**config.mk**
```make
export PLATFORM = sky130hd
export DESIGN_NAME = mbox_cmd_writer
export DESIGN_NICKNAME = d
export VERILOG_FILES = /design/src/rtl/mbox_pkg.sv /design/src/rtl/mbox_req_packer.sv /design/src/rtl/mbox_order_seq.sv /design/src/rtl/mbox_settle_timer.sv /design/src/rtl/mbox_cmd_writer.sv
export SDC_FILE = /design/constraint.sdc
export NUM_CORES = 1
export LEC_CHECK = 0
export BUFFER_PORTS_ARGS = -buffer_cell sky130_fd_sc_hd__buf_2
export CAP_MARGIN = 20
export CORE_MARGIN = 10
export CORE_UTILIZATION = 30
export CTS_CLUSTER_SIZE = 28
export DETAILED_ROUTE_END_ITERATION = 10
export PLACE_DENSITY = 0.58
export SETUP_SLACK_MARGIN = 0.1
export SLEW_MARGIN = 40
export SYNTH_ARGS = -nofsm -noshare
export SYNTH_HDL_FRONTEND = slang
export SYNTH_SLANG_ARGS = --single-unit
```
**constraint.sdc**
```tcl
create_clock -name clk -period 19.5 [get_ports clk]
set_clock_uncertainty 0.2 [all_clocks]
set_input_delay 3.9 -clock clk [delete_from_list [all_inputs] [get_ports clk]]
set_output_delay 3.9 -clock clk [all_outputs]
set_load 0.03 [all_outputs]
```
**src/rtl/mbox_pkg.sv**
```systemverilog
package mbox_pkg;
   localparam int WORD_W = 16;
   localparam int BYTE_W = 8;

   typedef enum logic [1:0] {
      ST_IDLE   = 2'd0,
      ST_WRITE  = 2'd1,
      ST_SETTLE = 2'd2
   } wr_state_e;

   typedef enum logic [1:0] {
      PH_PARAM = 2'd0,
      PH_LEN   = 2'd1,
      PH_CMD   = 2'd2
   } wr_phase_e;

   localparam logic [1:0] BURST_NONE  = 2'b00;
   localparam logic [1:0] BURST_A     = 2'b01;
   localparam logic [1:0] BURST_B     = 2'b10;

   localparam logic [WORD_W-1:0] BURST_WORD_A    = 16'h0000;
   localparam logic [WORD_W-1:0] BURST_WORD_B    = 16'h0001;
   localparam logic [WORD_W-1:0] BURST_WORD_NONE = 16'hFFFF;
endpackage

```
**src/rtl/mbox_req_packer.sv**
```systemverilog
module mbox_req_packer
   import mbox_pkg::*;
#(
   parameter int NWORDS  = 18,
   parameter int MAX_MSG = 10,
   localparam int CNT_W  = $clog2(NWORDS + 1)
) (
   input  logic [WORD_W-1:0]         opcode_i,
   input  logic [BYTE_W-1:0]         len_i,
   input  logic [1:0]                burst_i,
   input  logic [MAX_MSG*BYTE_W-1:0] msg_i,
   output logic [NWORDS*WORD_W-1:0]  words_o,
   output logic [CNT_W-1:0]          count_o
);
   localparam int HDR_WORDS = 4;

   if (NWORDS < HDR_WORDS + MAX_MSG) begin : g_bad_depth
      $error("mbox_req_packer: NWORDS too small for header plus message");
   end
   if (MAX_MSG < 1 || MAX_MSG > 253) begin : g_bad_msg
      $error("mbox_req_packer: MAX_MSG out of range");
   end

   logic [BYTE_W-1:0] len_eff;
   logic [WORD_W-1:0] burst_word;

   always_comb begin
      if (int'(len_i) > MAX_MSG) len_eff = BYTE_W'(MAX_MSG);
      else                       len_eff = len_i;
   end

   always_comb begin
      unique case (burst_i)
         BURST_A: burst_word = BURST_WORD_A;
         BURST_B: burst_word = BURST_WORD_B;
         default: burst_word = BURST_WORD_NONE;
      endcase
   end

   for (genvar k = 0; k < NWORDS; k++) begin : g_word
      if (k == 0) begin : g_op
         assign words_o[k*WORD_W +: WORD_W] = opcode_i;
      end else if (k == 1) begin : g_total
         assign words_o[k*WORD_W +: WORD_W] = WORD_W'(len_eff) + WORD_W'(2);
      end else if (k == 2) begin : g_len
         assign words_o[k*WORD_W +: WORD_W] = WORD_W'(len_eff);
      end else if (k == 3) begin : g_burst
         assign words_o[k*WORD_W +: WORD_W] = burst_word;
      end else if (k < HDR_WORDS + MAX_MSG) begin : g_msg
         assign words_o[k*WORD_W +: WORD_W] =
            (int'(len_eff) > (k - HDR_WORDS)) ?
            {{(WORD_W-BYTE_W){1'b0}}, msg_i[(k-HDR_WORDS)*BYTE_W +: BYTE_W]} : '0;
      end else begin : g_pad
         assign words_o[k*WORD_W +: WORD_W] = '0;
      end
   end

   assign count_o = CNT_W'(NWORDS);
endmodule

```
**src/rtl/mbox_order_seq.sv**
```systemverilog
module mbox_order_seq
   import mbox_pkg::*;
#(
   parameter int NWORDS = 18,
   localparam int CNT_W = $clog2(NWORDS + 1),
   localparam int IDX_W = $clog2(NWORDS)
) (
   input  logic             clk,
   input  logic             rst_n,
   input  logic             init_i,
   input  logic [CNT_W-1:0] init_count_i,
   input  logic             adv_i,
   input  logic [CNT_W-1:0] count_i,
   output logic [IDX_W-1:0] idx_o,
   output logic             len_phase_o,
   output logic             last_o
);
   wr_phase_e        phase_q;
   logic [IDX_W-1:0] idx_q;
   logic [CNT_W-1:0] idx_next;

   assign idx_next = CNT_W'(idx_q) + CNT_W'(1);

   always_ff @(posedge clk) begin
      if (!rst_n) begin
         phase_q <= PH_CMD;
         idx_q   <= '0;
      end else if (init_i) begin
         if (init_count_i > CNT_W'(2)) begin
            phase_q <= PH_PARAM;
            idx_q   <= IDX_W'(2);
         end else begin
            phase_q <= PH_LEN;
            idx_q   <= IDX_W'(1);
         end
      end else if (adv_i) begin
         unique case (phase_q)
            PH_PARAM: begin
               if (idx_next < count_i) begin
                  idx_q <= IDX_W'(idx_next);
               end else begin
                  phase_q <= PH_LEN;
                  idx_q   <= IDX_W'(1);
               end
            end
            PH_LEN: begin
               phase_q <= PH_CMD;
               idx_q   <= '0;
            end
            default: begin
               phase_q <= PH_CMD;
               idx_q   <= '0;
            end
         endcase
      end
   end

   assign idx_o       = idx_q;
   assign len_phase_o = (phase_q == PH_LEN);
   assign last_o      = (phase_q == PH_CMD);
endmodule

```
**src/rtl/mbox_settle_timer.sv**
```systemverilog
module mbox_settle_timer #(
   parameter int DELAY_CYC = 5000,
   localparam int TW       = $clog2(DELAY_CYC + 1)
) (
   input  logic clk,
   input  logic rst_n,
   input  logic load_i,
   output logic expire_o
);
   if (DELAY_CYC < 1) begin : g_bad_delay
      $error("mbox_settle_timer: DELAY_CYC must be at least 1");
   end

   logic [TW-1:0] cnt_q;

   always_ff @(posedge clk) begin
      if (!rst_n)              cnt_q <= '0;
      else if (load_i)         cnt_q <= TW'(DELAY_CYC);
      else if (cnt_q != '0)    cnt_q <= cnt_q - TW'(1);
   end

   assign expire_o = (cnt_q == TW'(1));
endmodule

```
**src/rtl/mbox_cmd_writer.sv**
```systemverilog
module mbox_cmd_writer
   import mbox_pkg::*;
#(
   parameter int NWORDS    = 18,
   parameter int MAX_MSG   = 10,
   parameter int AW        = 16,
   parameter int BASE_ADDR = 'h0200,
   parameter int DELAY_CYC = 5000,
   parameter int CNT_IN_W  = 8
) (
   input  logic                       clk,
   input  logic                       rst_n,
   input  logic                       start_i,
   input  logic                       kind_i,
   input  logic [NWORDS*16-1:0]       raw_words_i,
   input  logic [CNT_IN_W-1:0]        raw_count_i,
   input  logic [15:0]                ctl_opcode_i,
   input  logic [7:0]                 ctl_len_i,
   input  logic [1:0]                 ctl_burst_i,
   input  logic [MAX_MSG*8-1:0]       ctl_msg_i,
   output logic                       bus_wr_o,
   output logic [AW-1:0]              bus_addr_o,
   output logic [15:0]                bus_data_o,
   output logic                       busy_o,
   output logic                       done_o
);
   localparam int CNT_W = $clog2(NWORDS + 1);
   localparam int IDX_W = $clog2(NWORDS);

   if (NWORDS < 3) begin : g_bad_nwords
      $error("mbox_cmd_writer: NWORDS must be at least 3");
   end
   if (AW < IDX_W + 2) begin : g_bad_aw
      $error("mbox_cmd_writer: AW too narrow for the mailbox window");
   end
   if (BASE_ADDR % 2 != 0) begin : g_bad_base
      $error("mbox_cmd_writer: BASE_ADDR must be even");
   end

   wr_state_e                 state_q;
   logic [WORD_W-1:0]         buf_q [NWORDS];
   logic [CNT_W-1:0]          cnt_q;
   logic                      done_q;

   logic [NWORDS*WORD_W-1:0]  pack_words;
   logic [CNT_W-1:0]          pack_count;
   logic [CNT_W-1:0]          raw_count_eff;
   logic [NWORDS*WORD_W-1:0]  sel_words;
   logic [CNT_W-1:0]          sel_count;

   logic                      accept;
   logic                      settle_done;
   logic [IDX_W-1:0]          idx;
   logic                      len_phase;
   logic                      last_word;

   mbox_req_packer #(
      .NWORDS  (NWORDS),
      .MAX_MSG (MAX_MSG)
   ) u_pack (
      .opcode_i (ctl_opcode_i),
      .len_i    (ctl_len_i),
      .burst_i  (ctl_burst_i),
      .msg_i    (ctl_msg_i),
      .words_o  (pack_words),
      .count_o  (pack_count)
   );

   always_comb begin
      if (int'(raw_count_i) > NWORDS) raw_count_eff = CNT_W'(NWORDS);
      else                            raw_count_eff = CNT_W'(raw_count_i);
   end

   assign sel_words = kind_i ? pack_words : raw_words_i;
   assign sel_count = kind_i ? pack_count : raw_count_eff;
   assign accept    = start_i && (state_q == ST_IDLE);

   mbox_order_seq #(
      .NWORDS (NWORDS)
   ) u_seq (
      .clk          (clk),
      .rst_n        (rst_n),
      .init_i       (accept),
      .init_count_i (sel_count),
      .adv_i        ((state_q == ST_SETTLE) && settle_done && !last_word),
      .count_i      (cnt_q),
      .idx_o        (idx),
      .len_phase_o  (len_phase),
      .last_o       (last_word)
   );

   mbox_settle_timer #(
      .DELAY_CYC (DELAY_CYC)
   ) u_timer (
      .clk      (clk),
      .rst_n    (rst_n),
      .load_i   (state_q == ST_WRITE),
      .expire_o (settle_done)
   );

   for (genvar w = 0; w < NWORDS; w++) begin : g_buf
      always_ff @(posedge clk) begin
         if (!rst_n)      buf_q[w] <= '0;
         else if (accept) buf_q[w] <= sel_words[w*WORD_W +: WORD_W];
      end
   end

   always_ff @(posedge clk) begin
      if (!rst_n) begin
         state_q <= ST_IDLE;
         cnt_q   <= '0;
         done_q  <= 1'b0;
      end else begin
         done_q <= 1'b0;
         unique case (state_q)
            ST_IDLE: begin
               if (start_i) begin
                  state_q <= ST_WRITE;
                  cnt_q   <= sel_count;
               end
            end
            ST_WRITE: state_q <= ST_SETTLE;
            ST_SETTLE: begin
               if (settle_done) begin
                  if (last_word) begin
                     state_q <= ST_IDLE;
                     done_q  <= 1'b1;
                  end else begin
                     state_q <= ST_WRITE;
                  end
               end
            end
            default: state_q <= ST_IDLE;
         endcase
      end
   end

   assign bus_wr_o   = (state_q == ST_WRITE);
   assign bus_addr_o = AW'(BASE_ADDR) + AW'({idx, 1'b0});
   assign bus_data_o = (len_phase && cnt_q == '0) ? '0 : buf_q[idx];
   assign busy_o     = (state_q != ST_IDLE);
   assign done_o     = done_q;
endmodule

```
## Word-level counts from Yosys, hierarchy flattened

Memory sizes are Yosys's and may differ from the RTL's. A register that Yosys moved wholly into a read port is not among the register bits.
Cells that the tools add are included.

| word-level totals | value |
|---|---|
| flip-flop bits (word level) | 28 |
| RAM bits | 288 |
| output and inout bits | 35 |
| memories kept | 1 |

Memories:

| name | words | width | rd ports | clocked after memory_dff | write ports | line | text |
|---|---|---|---|---|---|---|---|
| buf_q | 18 | 16 | 1 | 1 | 18 | mbox_cmd_writer.sv:41 | `logic [WORD_W-1:0] buf_q [NWORDS];` |

| cells by class | value |
|---|---|
| add/sub/neg operators | 4 |
| order comparisons | 14 |
| equal/unequal tests | 10 |
| multiplexer cells | 57 |
| bitwise gates (word level) | 19 |
| reduce and logical (&&, ||, !) cells | 17 |

Operator list:

| kind | number |
|---|---|
| 16-bit two-way mux | 19 |
| 288-bit two-way mux | 1 |
| 8-bit two-way mux | 11 |
| 5-bit two-way mux | 8 |
| 8-bit by 3-bit greater-than comparator with 1-bit output (second input constant) | 4 |
| 16-bit one-hot mux with 2 select lines | 1 |
| 13-bit two-way mux | 2 |
| 8-bit by 4-bit greater-than comparator with 1-bit output (second input constant) | 3 |
| 1-bit bitwise OR | 18 |
| 8-bit by 1-bit greater-than comparator with 1-bit output (second input constant) | 2 |
| 8-bit by 2-bit greater-than comparator with 1-bit output (second input constant) | 2 |
| 2-bit two-way mux | 7 |
| 13-bit by 1-bit == test with 1-bit output (second input constant) | 1 |
| 13-bit nonzero test | 1 |
| 13-bit by 1-bit subtractor with 13-bit output (second input constant) | 1 |
| 10-bit by 6-bit adder with 11-bit output (first input constant) | 1 |
| 8-bit by 2-bit adder with 9-bit output (second input constant) | 1 |
| 8-bit by 5-bit greater-than comparator with 1-bit output (second input constant) | 1 |
| 1-bit two-way mux | 7 |
| 2-bit by 1-bit == test with 1-bit output (second input constant) | 3 |
| 2-bit == test (second input constant) | 3 |
| 2-bit one-hot mux with 3 select lines | 1 |
| 2-bit AND reduction | 3 |
| 2-bit nonzero test | 3 |
| 12 further kinds | 17 |

## Longest topological paths before layout

| depth | value |
|---|---|
| depth after elaboration | 8 |
| gate-level depth with buffers | 8 |

## Modules after synthesis

From an unflattened synthesis, not the netlist that was laid out.

| unflattened totals | value |
|---|---|
| cells, all modules | 1770 |
| area, all modules | 19677.6 µm² |

Modules (own cells, without submodules):

| module | times used | cells an instance | area an instance (µm²) | seq. area each (µm²) |
|---|---|---|---|---|
| mbox_cmd_writer | 1 | 1308 | 16084.2 | 8808.4 |
| mbox_req_packer | 1 | 317 | 2347.3 | 0.0 |
| mbox_settle_timer | 1 | 85 | 721.9 | 260.2 |
| mbox_order_seq | 1 | 60 | 524.3 | 140.1 |

## Worst setup path before layout

No wires, ideal clock.

| timing path | value |
|---|---|
| path type | input-to-reg |
| from | input port start_i |
| to | memory buf_q[0][0] (enable) |
| arrival | 9818 ps |
| required time | 18661 ps |
| path slack | 8843 ps |
| stages | 4 |
| path buffers | 1 |
| path through | nor3b_2 > buf_4 > nor2_1 > inv_1 |

RTL lines:

| what | line | text |
|---|---|---|
| start, declared | mbox_cmd_writer.sv:13 | `input logic start_i,` |
| end, declared | mbox_cmd_writer.sv:41 |  |

==> implementation parameters <==
Parameter                              Value

Run status
  Outcome    completed

Placement
  Number of buffer cells added on primary ports    429
  Instance area at placement    0.0182 mm^2
  Post-DP HPWL    36700 um
  Final estimated routing congestion in global placement    0.790

Global routing
  Vias in the first global route    11481
  Global-route usage over all layers    15.7%
  Antenna violations before repair    6
  GRT Residual Overflow    0
  Pin count of the biggest net entering global routing    138
  Global-route wire length before repair    71600 um

Synthesis
  Number of flops mapped to enable cells by yosys    288
  Unique masters post-synth    56
  Synth Area in Compound Gates    9.82%
  Total number of yosys warnings    0
  Post-Synth Simple-Gate Area    11.0%
  Proportion of synthesized area in mux cells    13.8%
  Dominant cell type by area after synthesis    sky130_fd_sc_hd__edfxtp_1
  Cell count after synthesis    1057
  Share of synthesized area occupied by flip-flops and latches    60.5%
  Portion of synthesized cell area occupied by the leading cell type    56.2%
  Share of synthesized registers carrying an async set or reset    0%
  Count leader, synth    sky130_fd_sc_hd__edfxtp_1
  Combinational family with the most area after synthesis    multiplexers
  Xor/xnor share of the synthesized area    0.626%
  Share of synthesized cell area in full adder, half adder and majority cells    0.813%
  Commonest cells in the netlist    sky130_fd_sc_hd__edfxtp_1 (288), sky130_fd_sc_hd__and2_1 (168), sky130_fd_sc_hd__a22o_1 (72), sky130_fd_sc_hd__mux2i_1 (68), sky130_fd_sc_hd__mux4_2 (64)
  Number of synthesized register bits    321
  Average footprint of a synthesized cell    14.6 um^2
  Area of the mapped netlist    0.0154 mm^2
  Main synth FF type    sky130_fd_sc_hd__edfxtp_1
  Synth area leaders    sky130_fd_sc_hd__edfxtp_1 (56%), sky130_fd_sc_hd__mux4_2 (9.4%), sky130_fd_sc_hd__and2_1 (6.8%)

Floorplanning
  Core area    0.0505 mm^2
  Die W    247 um
  Total die area    0.0608 mm^2
  Total number of placement rows    82
  Starting Density    30.5%
  Vertical die dimension    247 um
  I/O pin total    441

Flow run
  Maxcap violations    0

Clocking
  Source-to-sink clock delay at the later pin of the worst-skew pair    540 ps
  Number of H-tree branching levels    2
  Post-CTS Setup Inserts    0
  Clock tree root buffer cell    sky130_fd_sc_hd__clkbuf_16
  Number of buffers inserted for hold repair after clock tree synthesis    0
  Inserted Clock Buffers    38
  Maximum count of clock buffers along a single path    3
  Post-cts sizing count    0
  TritonCTS clock tree    built
  # clock sinks    321
  Clock transition at the registers of the reported paths    60 ps

STA
  Final-report max-slew violation count    0
  Tightest Pin Transition    816 ps
  Maximum clock frequency    0.130 GHz
  WHS    323 ps
  Final worst path period share    39.5%
  Final hold viol count    0
  Setup repair after global routing missed its margin    no
  Final TNS setup    0 ps
  Min Tclk post-route    7700 ps
  Headroom to the max-slew limit    45.6%
  Setup violations, final    0

Routing
  Detailed-route vias per instance    4.82
  Number of design rule violations left after detail routing    0
  Average wire per cell in the routed design    22.8 um
  Detailed-router iteration count before antenna repair    5
  Vias after detailed routing    10493
  Final wirelength    49600 um
  Antenna viol nets, final    0
  Number of design-rule violations left by the first detailed-router iteration    728

Hold path
  Class of the tightest hold or removal check    reg2reg
  Worst min-delay path startpoint    cnt_q[3]

Worst setup path
  Largest stage delay on the critical path    680 ps
  CP required    15400 ps
  Maximum fanout count along the critical path    36
  Crit path max-delay family    buffers and inverters
  Arr. time, crit path    3600 ps
  Worst Setup End Kind    output pin
  Worst setup path category    reg2out
  Kind of launch point of the worst setup path    flop
  Worst-path cell with the longest stage delay    sky130_fd_sc_hd__dfxtp_4
  Cell Chain, Critical Path    buf_12 > buf_4 > mux4_2 > mux2i_1 > a221o_1 > a21oi_1 > buf_2
  Launching point of the worst reg2reg path    state_q[1]
  Critical path buffer and inverter count    3

Finish
  Number of nets at the end of the flow    1885
  Layout area overhead    26.3%
  Final Util    38.5%
  Number of filler cells placed in the layout    4837
  Share of final-layout standard cells stronger than drive strength 1    39.7%
  Final design area excluding fillers    0.0194 mm^2

Power and ir drop
  Cell leakage power    8.00 nW
  Power Density    101 mW/mm^2
  Worst voltage drop across the vdd grid    55.0 uV
[layer usage]
metal | wire (um) | part of all wire (%) | global-route usage, %
met5 | 13 | 0.026 | 0
met4 | 956 | 1.9 | 4.29
met3 | 3540 | 7.1 | 4.26
met2 | 25100 | 51 | 26.9
met1 | 20000 | 40 | 19.2
[sequential cells by signal, indices dropped and copies added, names as in the netlist, named ones only]
register	flops
buf_q	288
cnt_q	5
done_o	1
state_q	2
u_seq.idx_o	5
u_seq.phase_q	2
u_timer.cnt_q	13
[worst register-to-register path, delay by kind of cell (launching register included)]
kind | cells | cell delay (ps)
AO/OA/AOI/OAI | 1 | 340
buffers and inverters | 2 | 1160
flip-flops | 1 | 340
AND/OR/NAND/NOR | 3 | 1240
[final timing paths]
kind         slack [ps]        endpoint  cells past startpoint
max reg2reg       16080     buf_q[8][2]                      6
min reg2reg         320        cnt_q[3]                      2
max               11800  bus_data_o[12]                      7
min                 320        cnt_q[3]                      2
[metrics by stage]
step / instances / worst slack, ps / total power [mW]
floorplan: 1066 / 8840 / 1.15
global placement: 2098 / 12030 / 1.26
detailed placement: 2101 / 12190 / 1.27
CTS: 2170 / 11620 / 2.00
global route: 2172 / 11490 / 2.06
finish: 2175 / 11800 / 1.97
[power breakdown]
part	leakage [nW]	total (mW)	switching (mW)	internal (mW)
registers	3.40	0.885	0.0398	0.845
logic	3.99	0.365	0.204	0.161
clock network	0.613	0.719	0.287	0.432
[layout by cell type (no fill, tap or decap), drive strengths merged, types with 4 or more instances in the layout]
cell / count
nor2b: 11
clkinv: 17
dfxtp: 33
ha: 10
o21ai: 7
edfxtp: 288
and2: 168
nor2: 61
a21o: 21
nand3: 9
nor4: 6
mux2i: 68
diode: 5
a211oi: 6
nand2: 18
a31oi: 4
a21oi: 42
xnor2: 10
mux4: 64
a22o: 72
nand2b: 4
nor3: 8
bufinv: 5
conb: 11
inv: 20
clkbuf: 43
buf: 443
a221o: 17
[area by class of cell]
class	instances	area, um^2	share of cell area, %
timing repair buffer	443	2300	11.8
clock buffer	43	991	5.10
multi-input combinational	646	5640	29.0
inverter	19	83.8	0.431
clock inverter	26	259	1.33
tap	672	841	4.32
antenna	5	12.5	0.0644
sequential	321	9320	47.9
[cells by family (layout without fill, tap and decap cells)]
logic type	after synthesis	after routing
AO/OA/AOI/OAI	185	185
XOR/XNOR	11	11
adder cells (fa/ha/maj)	10	10
buffers and inverters	99	531
flip-flops	321	321
multiplexers	132	132
other	2	16
AND/OR/NAND/NOR	297	297
Power figures use the tool's default switching activity.
